<file path="config.mk">
export PLATFORM = sky130hd
export DESIGN_NAME = slip_align_deser
export DESIGN_NICKNAME = d
export VERILOG_FILES = /design/src/rtl/bsd_pkg.sv /design/src/rtl/bsd_slip_ctrl.sv /design/src/rtl/bsd_bit_delay.sv /design/src/rtl/bsd_word_collect.sv /design/src/rtl/slip_align_deser.sv
export SDC_FILE = /design/constraint.sdc
export NUM_CORES = 1
export LEC_CHECK = 0
export BUFFER_PORTS_ARGS = -buffer_cell sky130_fd_sc_hd__buf_4
export CORE_MARGIN = 5
export CORE_UTILIZATION = 29
export DETAILED_ROUTE_END_ITERATION = 8
export HOLD_SLACK_MARGIN = 0.15
export PLACE_DENSITY = 0.52
export SKIP_CTS_REPAIR_TIMING = 1
export SYNTH_ARGS = -nofsm -noshare
export SYNTH_HDL_FRONTEND = slang
export SYNTH_SLANG_ARGS = --single-unit
</file>
<file path="constraint.sdc">
create_clock -name clk -period 2.7 [get_ports clk]
set_clock_uncertainty 0.15 [all_clocks]
set_input_delay 0.405 -clock clk [delete_from_list [all_inputs] [get_ports clk]]
set_output_delay 0.405 -clock clk [all_outputs]
set_load 0.1 [all_outputs]
</file>
<file path="src/rtl/bsd_pkg.sv">
package bsd_pkg;
  localparam int MIN_WORD = 4;
  localparam int DEF_MAX_WORD = 10;
  localparam int DEF_MAX_ROLL = 11;
  localparam int SETTLE_WORDS = 2;
endpackage

</file>
<file path="src/rtl/bsd_slip_ctrl.sv">
module bsd_slip_ctrl #(
  parameter int MAX_ROLL = 11,
  parameter int CW = 4
) (
  input  logic          clk,
  input  logic          rst_n,
  input  logic          boundary,
  input  logic          slip_lvl,
  input  logic [CW-1:0] roll_pt,
  output logic [CW-1:0] slip_cnt,
  output logic          roll_pulse,
  output logic          emit
);
  import bsd_pkg::*;

  logic [CW-1:0] roll_eff;
  logic          lvl_seen;
  logic [1:0]    settle;
  logic          take;
  logic [CW:0]   cnt_inc;

  always_comb begin
    if (roll_pt == '0) roll_eff = CW'(1);
    else if (roll_pt > CW'(MAX_ROLL)) roll_eff = CW'(MAX_ROLL);
    else roll_eff = roll_pt;
  end

  assign take    = boundary && slip_lvl && !lvl_seen;
  assign cnt_inc = {1'b0, slip_cnt} + (CW+1)'(1);
  assign emit    = (settle == 2'd0);

  always_ff @(posedge clk or negedge rst_n) begin
    if (!rst_n) begin
      lvl_seen   <= 1'b0;
      settle     <= 2'd0;
      slip_cnt   <= '0;
      roll_pulse <= 1'b0;
    end else begin
      roll_pulse <= 1'b0;
      if (boundary) begin
        lvl_seen <= slip_lvl;
        if (take) settle <= 2'(SETTLE_WORDS);
        else if (settle != 2'd0) settle <= settle - 2'd1;
      end
      if (take) begin
        if (cnt_inc >= {1'b0, roll_eff}) begin
          slip_cnt   <= '0;
          roll_pulse <= 1'b1;
        end else begin
          slip_cnt <= cnt_inc[CW-1:0];
        end
      end
    end
  end

  AST_ROLL_SINGLE: assert property (@(posedge clk) disable iff (!rst_n)
    roll_pulse |=> !roll_pulse);
  AST_CNT_BELOW_ROLL: assert property (@(posedge clk) disable iff (!rst_n)
    slip_cnt < roll_eff);
  AST_CNT_QUIET: assert property (@(posedge clk) disable iff (!rst_n)
    !boundary |=> $stable(slip_cnt));
endmodule

</file>
<file path="src/rtl/bsd_bit_delay.sv">
module bsd_bit_delay #(
  parameter int DEPTH = 10,
  parameter int CW = 4
) (
  input  logic          clk,
  input  logic          rst_n,
  input  logic          adv,
  input  logic          din,
  input  logic [CW-1:0] sel,
  output logic          dout
);
  logic [DEPTH-1:0] line;

  generate
    if (DEPTH == 1) begin : g_one
      always_ff @(posedge clk or negedge rst_n) begin
        if (!rst_n) line <= '0;
        else if (adv) line <= din;
      end
    end else begin : g_many
      always_ff @(posedge clk or negedge rst_n) begin
        if (!rst_n) line <= '0;
        else if (adv) line <= {line[DEPTH-2:0], din};
      end
    end
  endgenerate

  always_comb begin
    dout = din;
    for (int i = 1; i <= DEPTH; i++) begin
      if (sel == CW'(i)) dout = line[i-1];
    end
  end

  AST_TAP_IN_LINE: assert property (@(posedge clk) disable iff (!rst_n)
    sel <= CW'(DEPTH));
endmodule

</file>
<file path="src/rtl/bsd_word_collect.sv">
module bsd_word_collect #(
  parameter int MAX_WORD = 10,
  parameter int LW = 4
) (
  input  logic                clk,
  input  logic                rst_n,
  input  logic [LW-1:0]       word_len,
  input  logic                bit_valid,
  input  logic                bit_in,
  input  logic                emit,
  input  logic                out_ready,
  output logic                ser_ready,
  output logic                accept,
  output logic                boundary,
  output logic                out_valid,
  output logic [MAX_WORD-1:0] out_word
);
  import bsd_pkg::*;

  logic [LW-1:0]       len_eff;
  logic [LW-1:0]       beat_cnt;
  logic [MAX_WORD-1:0] col;
  logic [MAX_WORD-1:0] col_next;
  logic                last;

  always_comb begin
    if (word_len < LW'(MIN_WORD)) len_eff = LW'(MIN_WORD);
    else if (word_len > LW'(MAX_WORD)) len_eff = LW'(MAX_WORD);
    else len_eff = word_len;
  end

  assign last      = (beat_cnt == len_eff - LW'(1));
  assign ser_ready = !(last && emit && out_valid && !out_ready);
  assign accept    = bit_valid && ser_ready;
  assign boundary  = accept && last;
  assign col_next  = {((beat_cnt == '0) ? '0 : col[MAX_WORD-2:0]), bit_in};

  always_ff @(posedge clk or negedge rst_n) begin
    if (!rst_n) begin
      beat_cnt  <= '0;
      col       <= '0;
      out_valid <= 1'b0;
      out_word  <= '0;
    end else begin
      if (accept) begin
        col      <= col_next;
        beat_cnt <= last ? '0 : beat_cnt + LW'(1);
      end
      if (boundary && emit) begin
        out_word  <= col_next;
        out_valid <= 1'b1;
      end else if (out_ready) begin
        out_valid <= 1'b0;
      end
    end
  end

  AST_BEAT_BOUND: assert property (@(posedge clk) disable iff (!rst_n)
    beat_cnt < len_eff);
  AST_HOLD_STALL: assert property (@(posedge clk) disable iff (!rst_n)
    out_valid && !out_ready |=> out_valid && $stable(out_word));
  AST_NO_LOST_WORD: assert property (@(posedge clk) disable iff (!rst_n)
    boundary && emit |-> !(out_valid && !out_ready));
endmodule

</file>
<file path="src/rtl/slip_align_deser.sv">
module slip_align_deser #(
  parameter int MAX_WORD = bsd_pkg::DEF_MAX_WORD,
  parameter int MAX_ROLL = bsd_pkg::DEF_MAX_ROLL
) (
  input  logic                clk,
  input  logic                rst_n,
  input  logic [3:0]          word_len,
  input  logic [3:0]          roll_point,
  input  logic                slip_req,
  input  logic                ser_valid,
  output logic                ser_ready,
  input  logic                ser_data,
  output logic                word_valid,
  input  logic                word_ready,
  output logic [MAX_WORD-1:0] word_data,
  output logic                roll_flag
);
  localparam int LW    = 4;
  localparam int CW    = 4;
  localparam int DEPTH = MAX_ROLL - 1;

  logic [CW-1:0] slip_cnt;
  logic          tap_bit;
  logic          accept;
  logic          boundary;
  logic          emit;

  bsd_slip_ctrl #(.MAX_ROLL(MAX_ROLL), .CW(CW)) u_ctrl (
    .clk        (clk),
    .rst_n      (rst_n),
    .boundary   (boundary),
    .slip_lvl   (slip_req),
    .roll_pt    (roll_point),
    .slip_cnt   (slip_cnt),
    .roll_pulse (roll_flag),
    .emit       (emit)
  );

  bsd_bit_delay #(.DEPTH(DEPTH), .CW(CW)) u_delay (
    .clk   (clk),
    .rst_n (rst_n),
    .adv   (accept),
    .din   (ser_data),
    .sel   (slip_cnt),
    .dout  (tap_bit)
  );

  bsd_word_collect #(.MAX_WORD(MAX_WORD), .LW(LW)) u_coll (
    .clk       (clk),
    .rst_n     (rst_n),
    .word_len  (word_len),
    .bit_valid (ser_valid),
    .bit_in    (tap_bit),
    .emit      (emit),
    .out_ready (word_ready),
    .ser_ready (ser_ready),
    .accept    (accept),
    .boundary  (boundary),
    .out_valid (word_valid),
    .out_word  (word_data)
  );

  AST_ROLL_ON_BOUNDARY: assert property (@(posedge clk) disable iff (!rst_n)
    roll_flag |-> $past(boundary && slip_req));
endmodule

</file>
# After elaboration in Yosys (flattened, before gate mapping)
# Index checks and enable logic that the tools add are counted.
word_totals:
  regBits: 42
  in_bits: 14
  out_inout_bits: 13
  elab_cells: 69
classes:
  add_sub_neg: 4
  order_cmp: 4
  eq_ne: 11
  muxes: 23
  reduce_logical: 18
ops:
  columns: ["operator", "n"]
  rows:
  - ["two-way mux 4 bit", 6]
  - ["== test 4 x 3 -> 1 bit (second input constant)", 4]
  - ["two-way mux 1 bit", 14]
  - ["== test 4 bit (second input constant)", 3]
  - ["two-way mux 9 bit", 1]
  - ["== test 4 x 2 -> 1 bit (second input constant)", 2]
  - ["greater-than comparator 4 bit (second input constant)", 2]
  - ["logical AND 1 bit", 8]
  - ["zero test 4 bit", 2]
  - ["nonzero test 2 bit", 3]
  - ["adder 4 x 1 -> 5 bit (second input constant)", 1]
  - [">= comparator 5 x 4 -> 1 bit", 1]
  - ["adder 4 x 1 -> 4 bit (second input constant)", 1]
  - ["== test 4 x 1 -> 1 bit (second input constant)", 1]
  - ["== test 4 bit", 1]
  - ["< comparator 4 x 3 -> 1 bit (second input constant)", 1]
  - ["two-way mux 2 bit", 2]
  - ["subtractor 4 x 1 -> 4 bit (second input constant)", 1]
  - ["zero test 1 bit", 3]
  - ["zero test 2 bit", 1]
  - ["AND reduction 2 bit", 1]
  - ["subtractor 2 x 1 -> 2 bit (second input constant)", 1]

# Longest topological paths before layout
# Gate-level depths: netlist (run 1).
logic_depth:
  ltp_word: 15
  depth_mapped: 8
  ltp_nobuf: 8

# By module
# A second synthesis (run 1) with hierarchy kept.
hier_totals:
  hier_cells: 200
  area_unflattened_um2: 2329.7
modules_own_cells:
  columns: ["mod", "instances", "cells_per_inst", "area_each_um2", "seq_area_each_um2"]
  rows:
  - ["bsd_word_collect", 1, 92, 1214.9, 600.6]
  - ["bsd_bit_delay", 1, 53, 590.6, 250.2]
  - ["bsd_slip_ctrl", 1, 55, 524.3, 200.2]

# Worst setup path before layout (run 1)
# No wires, ideal clock.
synth_path:
  kind: "input -> output"
  start: "in word_len[2]"
  end: "out ser_ready"
  arrival_time_ps: 2249
  required_time_ps: 2145
  slack_ps: -104
  path_stages: 7
  n_path_buf: 1
  cell_sequence: "nor3b_1 -> o21ai_0 -> ha_1 -> xnor2_1 -> a2111o_1 -> clkbuf_1 -> or2_2"
synth_via:
  elab_chain_cells: 9
  elab_cells_between_ends: 10
  cone_classes: "add/sub (1); order compare (2); eq/ne (1); mux (2); reduce/logical (4)"
synth_lines:
  columns: ["item", "line_no", "text"]
  rows:
  - ["start, declared", "slip_align_deser.sv:7", "input logic [3:0] word_len,"]
  - ["greater-than comparator 4 bit", "bsd_word_collect.sv:28", "else if (word_len > LW'(MAX_WORD)) len_eff = LW'(MAX_WORD);"]
  - ["two-way mux 4 bit", "bsd_word_collect.sv:28", null]
  - ["two-way mux 4 bit *", "bsd_word_collect.sv:27", "if (word_len < LW'(MIN_WORD)) len_eff = LW'(MIN_WORD);"]
  - ["subtractor 4 x 1 -> 4 bit *", "bsd_word_collect.sv:32", "assign last = (beat_cnt == len_eff - LW'(1));"]
  - ["== test 4 bit *", "bsd_word_collect.sv:32", null]
  - ["logical AND 1 bit * (3 in a row)", "bsd_word_collect.sv:33", "assign ser_ready = !(last && emit && out_valid && !out_ready);"]
  - ["zero test 1 bit *", "bsd_word_collect.sv:33", null]
  - ["end, declared", "slip_align_deser.sv:11", "output logic ser_ready,"]
# Mark *: on every way between the ends. The rest lies on a longest branch, timed or not.

# Worst setup path in the final report (run 1)
# Same ends and word-level chain as after synthesis.

==> results.md, run 1 <==
- Outcome: complete, no violations
- Input/output buffers: 26
- Peak fanout along the critical path: 4
- Cells along the critical path: buf_4, nor3b_2, o21ai_0, ha_1, xnor2_1, a2111o_1, or2_4, buf_6
- Nets in the synthesized netlist: about 240
- Family of cells with the greatest summed delay on the critical path: compound AO/OA/AOI/OAI gates
- DR DRC count: 0
- GRT Residual Overflow: 0
- Post-Syn Area per Cell: roughly 11 um2
- Hold path start: slip_req
- Setup violators final: 0
- Total of flip-flops plus latches after synthesis: 42
- Reg-to-Reg Start: u_ctrl.slip_cnt[0]
- Routability-driven placement congestion ratio: around 0.8
- Multi-input combinational cell area: 0.00120 mm2
- Clock Path Buffers: 2
- Final net count: 277
- Clock buffers created by TritonCTS: 5
- Number of inserted diodes: 0
- Longest individual stage delay on the worst path: 0.36 ns
- Total number of vias: roughly 1700
- Power per standard cell area: between 1000 and 1500 mW/mm2
- Pin count of the biggest net entering global routing: between 40 and 50
- Worst slew pin tran: between 0.5 and 0.6 ns
- Number of placement rows: 32
- Sequential share of the synthesized area: 44.8%
- Clock root buffer: clkbuf_8
- Most common library cells after synthesis: dfrtp_1, mux2_2, inv_1
- CTS HTree Levels: 2
- FFs w/ async S/R, synth: 100%
- Hold path depth: 2
- Via count of the first global-routing pass: about 1600
- Cell type with the highest aggregate area in the netlist: dfrtp_1
- HP Class: primary input to flip-flop
- Total count of max-transition violations in the final report: 0
- Die height: around 100 um
- Number of cells on the critical path: 8
- Final Cycle Share: between 90% and 100%
- Half-perimeter wire length of the detailed placement result: roughly 3.2 mm
- Setup slack of the worst register-to-register path: around 0.30 ns
- Cell at the slowest stage of the critical path: a2111o_1
- Ys Warns: 0
- Total global-route track usage: 8.96%
- Final routed wire length divided by cell count: between 10 and 15 um
- Crit path setup slack, layout: around 0.074 ns
- Number of DRC markers in iteration 0: 55
- Required time at the endpoint of the critical path: approximately 2.1 ns
- Number of enable-type register cells in the synthesized netlist: 0
- I/O pin count: 27
- Worst setup path endpoint: ser_ready
- Layout overhead on the synthesized area: 22.6%
- Type of destination of the critical path: output port
- Critical path data arrival time: approximately 2.1 ns
- Total power: just under 3 mW
- Clock-pin slew on the worst setup and hold paths: 0.08 ns
- Yosys top cell area share: 44.8%
- Insertion delay of the later-clocked pin in the worst-skew pair: 0.30 ns
- Pre-CTS setup slack: -0.208 ns
- Number of cell instances on the worst register-to-register path: 7
- Initial cell density of the core: a little under a third
- Fraction of layout cells with a size suffix above 1: between 30% and 40%
- Max-capacitance violation count: 0
- Routed wire length: between 4 and 5 mm
- Leakage power: 1.31 nW
- Timing-limited maximum frequency: 0.381 GHz
- Cell types occupying the most area after synthesis: dfrtp_1, mux2_2, ha_1
- Drt via density: approximately 4.7
- Leading cell type by number of instances after synthesis: dfrtp_1
- Min cycle time layout: approximately 2.6 ns
- Main flop type after synthesis: dfrtp_1
- Initial antenna violation count: 0
- Combined flip-flop and latch cell area: 0.00105 mm2
- Sink Count: 42
- Synthesized netlist cell count: 210
- Number of nets still failing antenna checks after routing: 0
- Final core utilization: a little under two fifths
- Critical register-to-register path endpoint: u_ctrl.slip_cnt[3]
- Buffers and inverters on the worst path: 2
- Worst slew margin relative to its limit: ~64%
- Synth cell types: between 40 and 50
- Placed standard-cell area: about 0.0027 mm2
- First-pass iteration count of the detailed router: 4
- Kind of critical path: primary input to output port
- Global-route wire length before repair: 7.42 mm
- Worst supply voltage drop on vdd: 0.383 mV
- Placeable Area: 0.00781 mm2
- Die Wd: 99.9 um
- Overall die area: around 0.01 mm2
- Critical Path Start Type: primary input
- Number of hold-slack violations in the final timing report: 0
- Final standard cell area without fillers: 0.00288 mm2
- Filler instances: 805
- Post-Syn Area: around 0.0023 mm2
- Clock tree from TritonCTS: yes
- CP startpoint: word_len[2]
cell type report:
type | instances | area share, %
multi-input combinational | 144 | 41.6
tap | 102 | 4.44
clock buffer | 5 | 2.39
clock inverter | 3 | 0.870
inverter | 16 | 2.09
timing repair buffer | 42 | 12.1
sequential | 42 | 36.6
worst min path at each step:
| stage | endpoint |
|---|---|
| after global placement | u_delay.line[1] |
| after floorplan | u_coll.beat_cnt[0] |
| final | u_ctrl.lvl_seen |
| after global routing | u_delay.line[0] |
| after detailed placement | u_delay.line[2] |
| after CTS | u_coll.col[7] |
where the power goes:
group          total, mW  switching, mW  internal, mW
combinational       1.43          0.870         0.564
clock              0.422          0.236         0.187
sequential          1.05          0.180         0.867
registers in the layout (all words and copies together) (netlist names):
| register | flops |
|---|---|
| u_coll.out_valid | 1 |
| u_coll.beat_cnt | 4 |
| u_coll.col | 9 |
| u_ctrl.roll_pulse | 1 |
| u_ctrl.slip_cnt | 4 |
| u_coll.out_word | 10 |
| u_ctrl.settle | 2 |
| u_ctrl.lvl_seen | 1 |
| u_delay.line | 10 |
stage by stage:
| step | TNS [ns] | hold slack [ns] | cells |
|---|---|---|---|
| after detailed placement | -6.12 | 0.284 | 343 |
| after CTS | -0.180 | -0.0446 | 351 |
| final | 0 | 0.206 | 354 |
| after floorplan | 0 | -0.0406 | 210 |
| after global routing | -0.00488 | 0.201 | 354 |
| after global placement | -4.14 | 0.285 | 343 |
kinds of logic (layout without fill, tap and decap cells):
family / after synthesis / count (layout) / synth area share [%]
buffers and inverters: 24 / 66 / 4.53
muxes: 32 / 32 / 16.6
DFF: 42 / 42 / 44.8
and+or+nand+nor: 50 / 50 / 12.2
xor gates and xnor gates: 6 / 6 / 2.24
AOI/OAI and AO/OA: 44 / 44 / 13.3
adders and majority gates: 12 / 12 / 6.40
cells in the final DEF (no fill, tap or decap), types with 2 or more instances in the layout:
master / n
o2111ai_1: 2
buf_12: 2
a21oi_1: 5
o21ai_0: 12
nor2_1: 5
inv_1: 16
ha_1: 12
nor3b_1: 2
a22o_1: 3
xor2_1: 2
nand3_1: 3
o211ai_1: 3
mux2_2: 22
dfrtp_1: 42
nand2_1: 10
nor2b_1: 13
clkbuf_8: 5
mux2_4: 8
nand2b_1: 5
o22a_1: 2
buf_4: 38
o31ai_1: 4
xnor2_1: 4
metal layers:
metal | wire, um | GRT usage [%] | part of all wire (%)
met5 | 0 | 0 | 0
met4 | 38 | 2.52 | 0.87
met3 | 189 | 2.50 | 4.3
met2 | 2040 | 14.5 | 47
met1 | 2090 | 11.7 | 48
worst register-to-register path, cell delays in order (launching register included):
cell and delay [ns]:
dfrtp_1 0.46, ha_1 0.33, xor2_1 0.19, ha_1 0.22, a211oi_1 0.39, o221ai_1 0.26
nand2b_1 0.20, o21ai_0 0.13
No activity file was read; power rests on OpenSTA's default activity.
==> run 2, diff against run 1 <==
Settings changed: RECOVER_POWER set to 100.
==> results.md, run 2 (synthesized netlist as in run 1, its figures left out) <==
- Clock root buffer: clkbuf_8 (unchanged)
- Cells after DPL: 343 (unchanged)
- Total global-route track usage: 8.96% (unchanged)
- Commonest non-fill, non-tap cells in the layout: dfrtp_1, buf_4, mux2_2 (unchanged)
- Final Cycle Share: 97.3% (unchanged)
- Kind of critical path: primary input to output port (unchanged)
- Peak fanout along the critical path: 4 (unchanged)
- Pin count of the biggest net entering global routing: 43 (unchanged)
- Drt via density: 4.67 (was 4.66)
- Placed standard-cell area: 0.00275 mm2 (unchanged)
- Cells along the critical path: buf_4, nor3b_2, o21ai_0, ha_1, xnor2_1, a2111o_1, or2_4, buf_6 (unchanged)
- Die Wd: 99.9 um (unchanged)
- I/O pin count: 27 (unchanged)
- HP Class: primary input to flip-flop (unchanged)
- Final standard cell area without fillers: 0.00283 mm2 (was 0.00288 mm2)
- Layout overhead on the synthesized area: 20.5% (was 22.6%)
- Total count of max-transition violations in the final report: 0 (unchanged)
- Sink Count: 42 (unchanged)
- Family of cells with the greatest summed delay on the critical path: compound AO/OA/AOI/OAI gates (unchanged)
- Insertion delay of the later-clocked pin in the worst-skew pair: 0.30 ns (about the same)
- Number of inserted diodes: 0 (unchanged)
- Routed wire length: 4.36 mm (was 4.35 mm)
- Overall die area: 0.00999 mm2 (unchanged)
- GRT Residual Overflow: 0 (unchanged)
- Fraction of layout cells with a size suffix above 1: 29.0% (was 33.7%)
- Cell at the slowest stage of the critical path: a2111o_1 (unchanged)
- Number of hold-slack violations in the final timing report: 0 (unchanged)
- Placeable Area: 0.00781 mm2 (unchanged)
- Clock buffers created by TritonCTS: 5 (unchanged)
- Leakage power: 1.27 nW (was 1.31 nW)
- Required time at the endpoint of the critical path: 2.14 ns (about the same)
- Clock Path Buffers: 2 (unchanged)
- Input/output buffers: 26 (unchanged)
- Via count of the first global-routing pass: 1621 (unchanged)
- Routability-driven placement congestion ratio: 0.798 (unchanged)
- Worst slew margin relative to its limit: 21.3% (was 64.4%)
- Type of destination of the critical path: output port (unchanged)
- Worst slew pin tran: 1.19 ns (was 0.533 ns)
- Half-perimeter wire length of the detailed placement result: 3.23 mm (unchanged)
- Number of nets still failing antenna checks after routing: 0 (unchanged)
- Max-capacitance violation count: 0 (unchanged)
- Final routed wire length divided by cell count: 12.3 um (about the same)
- Critical path data arrival time: 2.07 ns (about the same)
- Global-route wire length before repair: 7.42 mm (unchanged)
- Largest registers in the final layout: u_coll.out_word x10, u_delay.line x10, u_coll.col x9 (unchanged)
- Initial cell density of the core: 30.0% (unchanged)
- Timing-limited maximum frequency: 0.381 GHz (unchanged)
- First-pass iteration count of the detailed router: 4 (unchanged)
- Critical Path Start Type: primary input (unchanged)
- CTS HTree Levels: 2 (unchanged)
- DR DRC count: 0 (unchanged)
- Power per standard cell area: 1010 mW/mm2 (about the same)
- Total number of vias: 1652 (was 1650)
- Outcome: complete, no violations (unchanged)
- Longest individual stage delay on the worst path: 0.36 ns (about the same)
- Final net count: 277 (unchanged)
- Worst supply voltage drop on vdd: 0.370 mV (was 0.383 mV)
- Buffers and inverters on the worst path: 2 (unchanged)
- Most frequent standard cell in the layout excluding fill and tap cells: dfrtp_1 (unchanged)
- Min cycle time layout: 2.63 ns (unchanged)
- Initial antenna violation count: 0 (unchanged)
- Number of placement rows: 32 (unchanged)
- Non-filler cells in the finished layout: 354 (unchanged)
- Clock tree from TritonCTS: yes (unchanged)
- Die height: 99.9 um (unchanged)
- Clock-pin slew on the worst setup and hold paths: 0.08 ns (about the same)
- Number of DRC markers in iteration 0: 55 (unchanged)
- Setup violators final: 0 (unchanged)
## run 2: final timing paths
kind	slack [ns]	end	from	cells after the start
max reg2reg	0.30	u_ctrl.slip_cnt[3]	u_ctrl.slip_cnt[0]	7
max in group asynchronous	1.10	u_ctrl.roll_pulse	rst_n	2
min in group asynchronous	0.67	u_coll.col[7]	rst_n	2
min reg2reg	0.34	u_ctrl.settle[0]	u_ctrl.settle[0]	1
max	0.07	ser_ready	word_len[2]	8
min	0.21	u_ctrl.lvl_seen	slip_req	2
## run 2: layer usage
layer | part of all wire, % | track usage (%) | wire (um) | vias up
met5 | 0 | 0 | 0 | -
met4 | 0.87 | 2.52 | 38 | 0
met3 | 4.3 | 2.50 | 189 | 4
met2 | 47 | 14.5 | 2030 | 23
met1 | 48 | 11.7 | 2100 | 790
li1 | - | - | - | 835
## run 2: final cells by class
cell class,instances,area [um2]
clock buffers,5,68.8
inverters,16,60.1
repair buffers,42,299
clock inverters,3,25.0
well taps,102,128
multi-input cells,144,1200
fillers,812,4980
flip-flops and latches,42,1050
## run 2: power breakdown
group          switching (mW)  leakage [nW]  internal (mW)
Clock                   0.235        0.0447          0.187
Sequential              0.179         0.519          0.866
Combinational           0.871         0.701          0.507
Total                    1.29          1.27           1.56
## run 2: through the flow
step	hold slack (ns)	setup WS, ns	TNS (ns)	power (mW)	utilization (%)
CTS	-0.0446	-0.180	-0.180	2.93	36.4
floorplan	-0.0406	0.0383	0	2.17	-
global placement	0.285	-0.152	-4.14	2.48	35.2
finish	0.206	0.0742	0	2.85	36.2
global route	0.201	-0.00488	-0.00488	3.04	36.2
detailed placement	0.284	-0.208	-6.12	2.50	35.2
